`config.mk`:
```
export PLATFORM = sky130hd
export DESIGN_NAME = otp_dir_scanner
export DESIGN_NICKNAME = d
export VERILOG_FILES = /design/src/rtl/otp_scan_pkg.sv /design/src/rtl/otp_busy_wait.sv /design/src/rtl/otp_dir_table.sv /design/src/rtl/otp_dir_scanner.sv
export SDC_FILE = /design/constraint.sdc
export NUM_CORES = 2
export LEC_CHECK = 0
export BUFFER_PORTS_ARGS = -buffer_cell sky130_fd_sc_hd__buf_2
export CAP_MARGIN = 25
export CORE_AREA = 2 2 224 446
export DETAILED_ROUTE_END_ITERATION = 12
export DIE_AREA = 0 0 226 448
export PLACE_DENSITY = 0.87
export REMOVE_ABC_BUFFERS = 1
export SETUP_SLACK_MARGIN = 0.15
export SYNTH_ARGS = -nofsm -noshare
export SYNTH_HDL_FRONTEND = slang
export SYNTH_HIERARCHICAL = 1
export SYNTH_SLANG_ARGS = --single-unit
```
`constraint.sdc`:
```
create_clock -name clk_i -period 3.02 [get_ports clk_i]
set_input_delay 0.755 -clock clk_i [delete_from_list [all_inputs] [get_ports clk_i]]
set_output_delay 0.755 -clock clk_i [all_outputs]
set_load 0.02 [all_outputs]
```
`src/rtl/otp_scan_pkg.sv`:
```
package otp_scan_pkg;
  localparam int unsigned WORD_W = 32;
  localparam int unsigned SIZE_W = 8;

  // size field sits in header bits 15:8
  function automatic logic [SIZE_W-1:0] hdr_size(input logic [WORD_W-1:0] w);
    return w[15:8];
  endfunction

  typedef enum logic [2:0] {
    ST_SCAN_CHK,
    ST_SCAN_WAIT,
    ST_IDLE,
    ST_RD_LOAD,
    ST_RD_WAIT,
    ST_RD_HDR,
    ST_RD_PAY
  } scan_state_e;
endpackage

```
`src/rtl/otp_busy_wait.sv`:
```
module otp_busy_wait #(
  parameter int unsigned AW      = 16,
  parameter int unsigned TMO_CYC = 64
) (
  input  logic          clk_i,
  input  logic          rst_ni,
  input  logic          start_i,
  input  logic [AW-1:0] addr_i,
  output logic          ld_req_o,
  output logic [AW-1:0] ld_addr_o,
  input  logic          ld_busy_i,
  output logic          done_o,
  output logic          tmo_o
);
  localparam int unsigned CW = $clog2(TMO_CYC + 1);

  typedef enum logic [1:0] {W_IDLE, W_REQ, W_POLL} wait_e;

  wait_e         st_q;
  logic          req_q;
  logic [AW-1:0] addr_q;
  logic [CW-1:0] cnt_q;
  logic          limit;

  assign limit = (cnt_q == CW'(TMO_CYC - 1));

  always_ff @(posedge clk_i or negedge rst_ni) begin
    if (!rst_ni) begin
      st_q   <= W_IDLE;
      req_q  <= 1'b0;
      addr_q <= '0;
      cnt_q  <= '0;
    end else begin
      case (st_q)
        W_IDLE: if (start_i) begin
          st_q   <= W_REQ;
          req_q  <= 1'b1;
          addr_q <= addr_i;
        end
        W_REQ: begin
          req_q <= 1'b0;
          cnt_q <= '0;
          st_q  <= W_POLL;
        end
        default: begin
          if (!ld_busy_i || limit) st_q <= W_IDLE;
          else                     cnt_q <= cnt_q + 1'b1;
        end
      endcase
    end
  end

  assign ld_req_o  = req_q;
  assign ld_addr_o = addr_q;
  assign done_o    = (st_q == W_POLL) && !ld_busy_i;
  assign tmo_o     = (st_q == W_POLL) && ld_busy_i && limit;
endmodule

```
`src/rtl/otp_dir_table.sv`:
```
module otp_dir_table #(
  parameter int unsigned DEPTH = 64,
  parameter int unsigned AW    = 16,
  localparam int unsigned IXW  = $clog2(DEPTH)
) (
  input  logic           clk_i,
  input  logic           rst_ni,
  input  logic           wr_en_i,
  input  logic [IXW-1:0] wr_idx_i,
  input  logic [AW-1:0]  wr_off_i,
  input  logic [IXW-1:0] rd_idx_i,
  output logic [AW-1:0]  rd_off_o
);
  logic [DEPTH*AW-1:0] flat;

  for (genvar g = 0; g < DEPTH; g++) begin : g_ent
    logic [AW-1:0] off_q;
    always_ff @(posedge clk_i or negedge rst_ni) begin
      if (!rst_ni)                                off_q <= '0;
      else if (wr_en_i && wr_idx_i == IXW'(g))    off_q <= wr_off_i;
    end
    assign flat[g*AW +: AW] = off_q;
  end

  assign rd_off_o = flat[rd_idx_i*AW +: AW];
endmodule

```
`src/rtl/otp_dir_scanner.sv`:
```
module otp_dir_scanner
  import otp_scan_pkg::*;
#(
  parameter int unsigned AW         = 16,
  parameter int unsigned DEPTH      = 64,
  parameter int unsigned BYTE_LIMIT = 11264,
  parameter int unsigned TMO_CYC    = 64,
  parameter int unsigned IDW        = 8,
  parameter int unsigned LENW       = 16,
  localparam int unsigned CNTW      = $clog2(DEPTH + 1),
  localparam int unsigned IXW       = $clog2(DEPTH),
  localparam int unsigned BW        = $clog2(BYTE_LIMIT + 4 * (1 << SIZE_W) + 1),
  localparam int unsigned WLW       = LENW - 1
) (
  input  logic            clk_i,
  input  logic            rst_ni,
  output logic            ld_req_o,
  output logic [AW-1:0]   ld_addr_o,
  input  logic            ld_busy_i,
  input  logic [31:0]     hdr_word_i,
  output logic [7:0]      pay_idx_o,
  input  logic [31:0]     pay_word_i,
  output logic            scan_done_o,
  output logic [CNTW-1:0] pkt_count_o,
  output logic [BW-1:0]   total_bytes_o,
  output logic            ovf_o,
  output logic            tmo_o,
  input  logic            req_valid_i,
  output logic            req_ready_o,
  input  logic [IDW-1:0]  req_id_i,
  input  logic [LENW-1:0] req_len_i,
  output logic            id_err_o,
  output logic            out_valid_o,
  input  logic            out_ready_i,
  output logic [31:0]     out_data_o,
  output logic            out_last_o
);
  scan_state_e       st_q;
  logic [AW-1:0]     pos_q, off_q, tbl_off;
  logic [CNTW-1:0]   cnt_q;
  logic [BW-1:0]     bytes_q;
  logic              ovf_q, tmo_q, err_q;
  logic [31:0]       hdr_q;
  logic [WLW-1:0]    wleft_q, wneed;
  logic [SIZE_W-1:0] pleft_q, idx_q, sz;
  logic              w_start, w_done, w_tmo;
  logic [AW-1:0]     w_addr;
  logic              tbl_we, id_bad, at_limit;
  logic [LENW:0]     len_rnd;

  assign sz       = hdr_size(hdr_word_i);
  assign at_limit = (bytes_q >= BW'(BYTE_LIMIT));
  assign id_bad   = ({{CNTW{1'b0}}, req_id_i} >= {{IDW{1'b0}}, cnt_q});
  assign len_rnd  = {1'b0, req_len_i} + (LENW+1)'(3);
  assign wneed    = (req_len_i == '0) ? WLW'(1) : len_rnd[LENW:2];

  assign w_start = ((st_q == ST_SCAN_CHK) && !at_limit) || (st_q == ST_RD_LOAD);
  assign w_addr  = (st_q == ST_RD_LOAD) ? off_q : pos_q;
  assign tbl_we  = (st_q == ST_SCAN_WAIT) && w_done && (sz != '0) &&
                   (cnt_q != CNTW'(DEPTH));

  otp_busy_wait #(.AW(AW), .TMO_CYC(TMO_CYC)) u_wait (
    .clk_i, .rst_ni,
    .start_i  (w_start),
    .addr_i   (w_addr),
    .ld_req_o,
    .ld_addr_o,
    .ld_busy_i,
    .done_o   (w_done),
    .tmo_o    (w_tmo)
  );

  otp_dir_table #(.DEPTH(DEPTH), .AW(AW)) u_tbl (
    .clk_i, .rst_ni,
    .wr_en_i  (tbl_we),
    .wr_idx_i (cnt_q[IXW-1:0]),
    .wr_off_i (pos_q),
    .rd_idx_i (req_id_i[IXW-1:0]),
    .rd_off_o (tbl_off)
  );

  always_ff @(posedge clk_i or negedge rst_ni) begin
    if (!rst_ni) begin
      st_q    <= ST_SCAN_CHK;
      pos_q   <= '0;
      off_q   <= '0;
      cnt_q   <= '0;
      bytes_q <= '0;
      ovf_q   <= 1'b0;
      tmo_q   <= 1'b0;
      err_q   <= 1'b0;
      hdr_q   <= '0;
      wleft_q <= '0;
      pleft_q <= '0;
      idx_q   <= '0;
    end else begin
      err_q <= 1'b0;
      case (st_q)
        ST_SCAN_CHK: st_q <= at_limit ? ST_IDLE : ST_SCAN_WAIT;
        ST_SCAN_WAIT: begin
          if (w_tmo) begin
            tmo_q <= 1'b1;
            st_q  <= ST_IDLE;
          end else if (w_done) begin
            if (sz == '0) begin
              st_q <= ST_IDLE;
            end else if (cnt_q == CNTW'(DEPTH)) begin
              ovf_q <= 1'b1;
              st_q  <= ST_IDLE;
            end else begin
              cnt_q   <= cnt_q + 1'b1;
              bytes_q <= bytes_q + BW'({sz, 2'b00}) + BW'(4);
              pos_q   <= pos_q + AW'(sz) + AW'(2);
              st_q    <= ST_SCAN_CHK;
            end
          end
        end
        ST_IDLE: if (req_valid_i) begin
          tmo_q <= 1'b0;
          if (id_bad) begin
            err_q <= 1'b1;
          end else begin
            off_q   <= tbl_off;
            wleft_q <= wneed;
            st_q    <= ST_RD_LOAD;
          end
        end
        ST_RD_LOAD: st_q <= ST_RD_WAIT;
        ST_RD_WAIT: begin
          if (w_tmo) begin
            tmo_q <= 1'b1;
            st_q  <= ST_IDLE;
          end else if (w_done) begin
            hdr_q   <= hdr_word_i;
            pleft_q <= sz;
            idx_q   <= '0;
            st_q    <= ST_RD_HDR;
          end
        end
        ST_RD_HDR: if (out_ready_i) begin
          wleft_q <= wleft_q - 1'b1;
          st_q    <= out_last_o ? ST_IDLE : ST_RD_PAY;
        end
        default: if (out_ready_i) begin
          wleft_q <= wleft_q - 1'b1;
          pleft_q <= pleft_q - 1'b1;
          idx_q   <= idx_q + 1'b1;
          if (out_last_o) st_q <= ST_IDLE;
        end
      endcase
    end
  end

  assign scan_done_o   = (st_q != ST_SCAN_CHK) && (st_q != ST_SCAN_WAIT);
  assign pkt_count_o   = cnt_q;
  assign total_bytes_o = bytes_q;
  assign ovf_o         = ovf_q;
  assign tmo_o         = tmo_q;
  assign id_err_o      = err_q;
  assign req_ready_o   = (st_q == ST_IDLE);
  assign pay_idx_o     = idx_q;
  assign out_valid_o   = (st_q == ST_RD_HDR) || (st_q == ST_RD_PAY);
  assign out_data_o    = (st_q == ST_RD_HDR) ? hdr_q : pay_word_i;
  assign out_last_o    = (wleft_q == WLW'(1)) ||
                         ((st_q == ST_RD_PAY) && (pleft_q == SIZE_W'(1)));
endmodule

```
==> run_summary.xml <==
<?xml version="1.0" encoding="UTF-8"?>
<metrics>
  <group name="synthesis">
    <metric name="post_synth_inst_count" unit="">3913</metric>
    <metric name="yosysWarnings" unit="">6</metric>
    <metric name="yosysSeqAreaShare" unit="">0.530</metric>
    <metric name="synth-edff-count" unit="">0</metric>
    <metric name="synth_area" unit="um^2">55200</metric>
    <metric name="synth_most_common_cell" unit="">sky130_fd_sc_hd__dfrtp_1</metric>
    <metric name="yosys-top-cells-area" unit="">sky130_fd_sc_hd__dfrtp_1, sky130_fd_sc_hd__mux2_2, sky130_fd_sc_hd__mux4_2</metric>
    <metric name="postSynth.topFlopCell" unit="">sky130_fd_sc_hd__dfrtp_1</metric>
    <metric name="synth_cell_types" unit="">87</metric>
    <metric name="synth_commonest_cells" unit="">sky130_fd_sc_hd__dfrtp_1, sky130_fd_sc_hd__mux2_2, sky130_fd_sc_hd__nand2_1, sky130_fd_sc_hd__mux4_2, sky130_fd_sc_hd__clkbuf_1</metric>
    <metric name="synth_top_area_cell" unit="">sky130_fd_sc_hd__dfrtp_1</metric>
    <metric name="postSynthRegisterBits" unit="">1170</metric>
    <metric name="synth_largest_type_area_fraction" unit="">0.530</metric>
    <metric name="async_flop_share" unit="">1.00</metric>
    <metric name="synth_area_per_cell" unit="um^2">14.1</metric>
  </group>
  <group name="route">
    <metric name="drc_errors" unit="">0</metric>
    <metric name="drt-pass1-iter-count" unit="">5</metric>
    <metric name="routed_wirelength" unit="um">162000</metric>
    <metric name="drt.antenna.violating_nets" unit="">0</metric>
    <metric name="initial_detailed_routing_violation_count" unit="">3021</metric>
    <metric name="drt-wirelength-per-cell" unit="um">28.8</metric>
    <metric name="vias_per_cell" unit="">6.58</metric>
    <metric name="total_number_of_vias" unit="">37100</metric>
  </group>
  <group name="sta">
    <metric name="finalSetupViolCount" unit="">0</metric>
    <metric name="timing.max_slew.rel_slack" unit="">0.298</metric>
    <metric name="final.setup_skew" unit="ns">0.0307</metric>
    <metric name="worst-slew-pin-transition" unit="ns">1.04</metric>
    <metric name="max_freq" unit="MHz">337</metric>
    <metric name="report.final.hold_viol_count" unit="">0</metric>
    <metric name="drv_slew" unit="">0</metric>
    <metric name="rsz0062_at_grt" unit="">true</metric>
    <metric name="timing.final.crit_share" unit="">0.983</metric>
    <metric name="post-route-worst-setup-slack" unit="ns">0.0509</metric>
    <metric name="period_minus_slack" unit="ns">2.97</metric>
  </group>
  <group name="setup_path">
    <metric name="path_delay_family" unit="">simple AND/OR/NAND/NOR gates</metric>
    <metric name="longest_individual_stage_delay_on_the_worst_path" unit="ns">0.46</metric>
    <metric name="cp_data_arrival_time" unit="ns">2.21</metric>
    <metric name="crit_buf_inv" unit="">3</metric>
    <metric name="cp_max_fo" unit="">5</metric>
    <metric name="timing.critical_path.depth" unit="">6</metric>
    <metric name="r2r_cells" unit="">11</metric>
    <metric name="critical_path.slowest_cell" unit="">sky130_fd_sc_hd__dfrtp_2</metric>
    <metric name="worst-endpoint-required" unit="ns">2.26</metric>
    <metric name="critical_path.startpoint" unit="">wleft_q[8]</metric>
    <metric name="timing.rr.start" unit="">pkt_count_o[0]</metric>
    <metric name="reg2reg_setup_slack" unit="ns">0.10</metric>
    <metric name="critical_path.reg2reg.endpoint" unit="">u_tbl/g_ent[14].off_q[13]</metric>
    <metric name="worst-setup-path-type" unit="">flip-flop to primary output</metric>
    <metric name="crit_path_cell_trace" unit="">nor4_4 &gt; buf_4 &gt; and2_4 &gt; a41oi_4 &gt; inv_2 &gt; buf_6</metric>
    <metric name="worst_setup_path_start_kind" unit="">flip-flop</metric>
    <metric name="critical_path.endpoint_type" unit="">primary output</metric>
  </group>
  <group name="global_routing">
    <metric name="number_of_antenna_violations_at_the_first_check_in_global_routing" unit="">5</metric>
    <metric name="grt_pass1_vias" unit="">40200</metric>
    <metric name="global_route.usage.total" unit="">0.319</metric>
    <metric name="grt_start_max_net_pins" unit="">111</metric>
    <metric name="grt_pass1_wl" unit="um">240000</metric>
    <metric name="grt_remaining_overflow" unit="">0</metric>
  </group>
  <group name="floorplan">
    <metric name="std_cell_rows" unit="">162</metric>
    <metric name="dieWidth" unit="um">226</metric>
    <metric name="num_io_pins" unit="">178</metric>
    <metric name="core_area" unit="um^2">97500</metric>
    <metric name="die_outline_area" unit="um^2">101000</metric>
    <metric name="floorplan.initialDensity" unit="">0.567</metric>
    <metric name="die_extent_in_y" unit="um">448</metric>
  </group>
  <group name="pwr">
    <metric name="total_leakage_power" unit="nW">31.7</metric>
    <metric name="design_power_total" unit="mW">30.2</metric>
    <metric name="power.ir.vdd_worst" unit="mV">0.425</metric>
    <metric name="power.density_cell_area" unit="nW/um^2">472</metric>
  </group>
  <group name="status">
    <metric name="outcome" unit="">completed</metric>
  </group>
  <group name="flow_run">
    <metric name="cap_violations" unit="">0</metric>
  </group>
  <group name="clocking">
    <metric name="ctsRootBufferMaster" unit="">sky130_fd_sc_hd__clkbuf_16</metric>
    <metric name="tritoncts" unit="">done</metric>
    <metric name="clk-insertion-delay-late" unit="ns">0.72</metric>
    <metric name="cts_inserted_buffers" unit="">94</metric>
    <metric name="cts-htree-levels" unit="">3</metric>
    <metric name="cts-root-to-sink-buffers" unit="">3</metric>
    <metric name="clk_transition_reported_paths" unit="ns">0.07</metric>
    <metric name="cts_num_sinks" unit="">1170</metric>
  </group>
  <group name="layout">
    <metric name="finish.net_count" unit="">4381</metric>
    <metric name="area.growth.synth_to_final" unit="%">15.9</metric>
    <metric name="share_of_layout_cells_above_drive_strength_1" unit="">0.494</metric>
    <metric name="n_fill_cell" unit="">6144</metric>
  </group>
  <group name="placed_design">
    <metric name="finalWeightedCongestion" unit="">0.980</metric>
    <metric name="post-dp-hpwl" unit="um">104000</metric>
    <metric name="preCtsSetupSlack" unit="ns">-0.394</metric>
    <metric name="place.port_buffers" unit="">175</metric>
  </group>
  <group name="worst_hold_path">
    <metric name="timing.hold.worst_path_depth" unit="">3</metric>
    <metric name="hp-start" unit="">hdr_word_i[19]</metric>
    <metric name="min_to" unit="">hdr_q[19]</metric>
    <metric name="hold_class" unit="">input port to flip-flop</metric>
  </group>
</metrics>
## kinds of logic (layout without fill, tap and decap cells)
group / Yosys count / after routing / synth area share
AO/OA/AOI/OAI: 298 / 298 / 0.0382
other: 1 / 4 / 0.0000679
flip-flops: 1170 / 1170 / 0.530
adder cells (fa/ha/maj): 49 / 49 / 0.0114
multiplexers: 1474 / 1474 / 0.342
buffers and inverters: 357 / 760 / 0.0268
XOR/XNOR: 43 / 43 / 0.00682
AND/OR/NAND/NOR: 521 / 521 / 0.0447
## cell type report
class | count | area, um^2 | area share
sequential | 1170 | 29300 | 0.458
antenna | 2 | 5.00 | 0.0000782
multi-input combinational | 2387 | 24600 | 0.384
clock buffer | 129 | 2700 | 0.0422
timing repair buffer | 551 | 5090 | 0.0796
inverter | 35 | 131 | 0.00205
clock inverter | 45 | 528 | 0.00825
tap | 1312 | 1640 | 0.0256
## layout by cell type, fill, tap and decap left out, types with 13 or more instances in the layout
master	netlist	routed
sky130_fd_sc_hd__nand4_1	14	14
sky130_fd_sc_hd__mux4_2	216	216
sky130_fd_sc_hd__a22oi_1	58	58
sky130_fd_sc_hd__clkbuf_16	0	97
sky130_fd_sc_hd__nand2_1	262	261
sky130_fd_sc_hd__buf_4	10	270
sky130_fd_sc_hd__nand3_1	32	30
sky130_fd_sc_hd__clkinv_2	0	19
sky130_fd_sc_hd__mux2_1	19	19
sky130_fd_sc_hd__buf_6	2	13
sky130_fd_sc_hd__dfrtp_2	0	19
sky130_fd_sc_hd__nor2b_1	16	16
sky130_fd_sc_hd__mux2i_1	112	112
sky130_fd_sc_hd__xor2_1	26	26
sky130_fd_sc_hd__a21oi_1	31	31
sky130_fd_sc_hd__nor4_1	15	14
sky130_fd_sc_hd__clkbuf_8	0	22
sky130_fd_sc_hd__dfrtp_1	1170	1151
sky130_fd_sc_hd__xnor2_1	17	17
sky130_fd_sc_hd__o22ai_1	24	24
sky130_fd_sc_hd__o21ai_0	35	35
sky130_fd_sc_hd__o211ai_1	13	13
sky130_fd_sc_hd__nor2_2	16	14
sky130_fd_sc_hd__nor2_1	55	54
sky130_fd_sc_hd__ha_1	47	45
sky130_fd_sc_hd__inv_1	32	27
sky130_fd_sc_hd__buf_2	70	162
sky130_fd_sc_hd__clkbuf_1	206	13
sky130_fd_sc_hd__mux2_2	1127	1119
sky130_fd_sc_hd__nor3_1	38	37
sky130_fd_sc_hd__buf_12	0	96
sky130_fd_sc_hd__o21ai_1	23	23
## worst max-delay path by stage
stage / slack [ns] / end
after CTS: 0.06 / out_last_o
after global placement: -0.37 / u_tbl/g_ent[15].off_q[14]
after floorplan: -0.47 / u_tbl/g_ent[0].off_q[11]
after detailed placement: -0.39 / u_tbl/g_ent[15].off_q[7]
after global routing: -0.02 / out_last_o
final: 0.05 / out_last_o
## state kept, by name (all words and copies together), names as in the netlist, 3 cells and up
register	flops
u_wait/cnt_q	7
off_q	16
pkt_count_o	7
pos_q	16
hdr_q	32
wleft_q	15
pleft_q	8
u_wait/ld_addr_o	16
st_q	3
pay_idx_o	8
u_tbl/g_ent.off_q	1024
total_bytes_o	12
## metrics by stage
| stage | setup TNS [ns] | instances | hold WS (ns) | cell area, um^2 | util |
|---|---|---|---|---|---|
| floorplan | -150.27 | 3592 | 0.442 | 53900 | - |
| global placement | -49.09 | 5430 | 0.453 | 60300 | 0.618 |
| detailed placement | -54.04 | 5431 | 0.458 | 60300 | 0.618 |
| CTS | 0 | 5612 | 0.207 | 63600 | 0.653 |
| global route | -0.0152 | 5631 | 0.241 | 64000 | 0.657 |
| finish | 0 | 5631 | 0.242 | 64000 | 0.657 |
## per-layer routing
| layer | vias up | global-route usage | part of all wire |
|---|---|---|---|
| met5 | - | 0 | 0.000080 |
| met1 | 19200 | 0.331 | 0.32 |
| met4 | 2 | 0.296 | 0.10 |
| met3 | 799 | 0.0694 | 0.074 |
| met2 | 2016 | 0.535 | 0.50 |
| li1 | 15000 | - | - |
## where the power goes
group	total (mW)	switching (mW)	internal [mW]
sequential	15.7	0.0127	15.7
clock	12.9	5.92	7.02
combinational	1.62	1.04	0.585
## repair_timing
item                       4_1_cts  5_1_grt
hold buffers                     1        0
cloned                           1        6
setup buffers                    5        9
pin swaps                        0        8
setup endpoints to repair      612       96
resized for setup               17       51
hold endpoints to repair        20        0
## worst reg2reg max path, cell delays in order (launching register included)
cell                        delay (ns)
sky130_fd_sc_hd__dfrtp_1          0.39
sky130_fd_sc_hd__inv_2            0.08
sky130_fd_sc_hd__ha_2             0.19
sky130_fd_sc_hd__nor4b_1          0.14
sky130_fd_sc_hd__nand3_1          0.14
sky130_fd_sc_hd__nand2_2          0.09
sky130_fd_sc_hd__nor3_4           0.32
sky130_fd_sc_hd__buf_12           0.16
sky130_fd_sc_hd__or3b_4           0.49
sky130_fd_sc_hd__nor2_4           0.27
sky130_fd_sc_hd__clkbuf_16        0.23
sky130_fd_sc_hd__mux2_2           0.33
(Power assumes the default switching activity.)
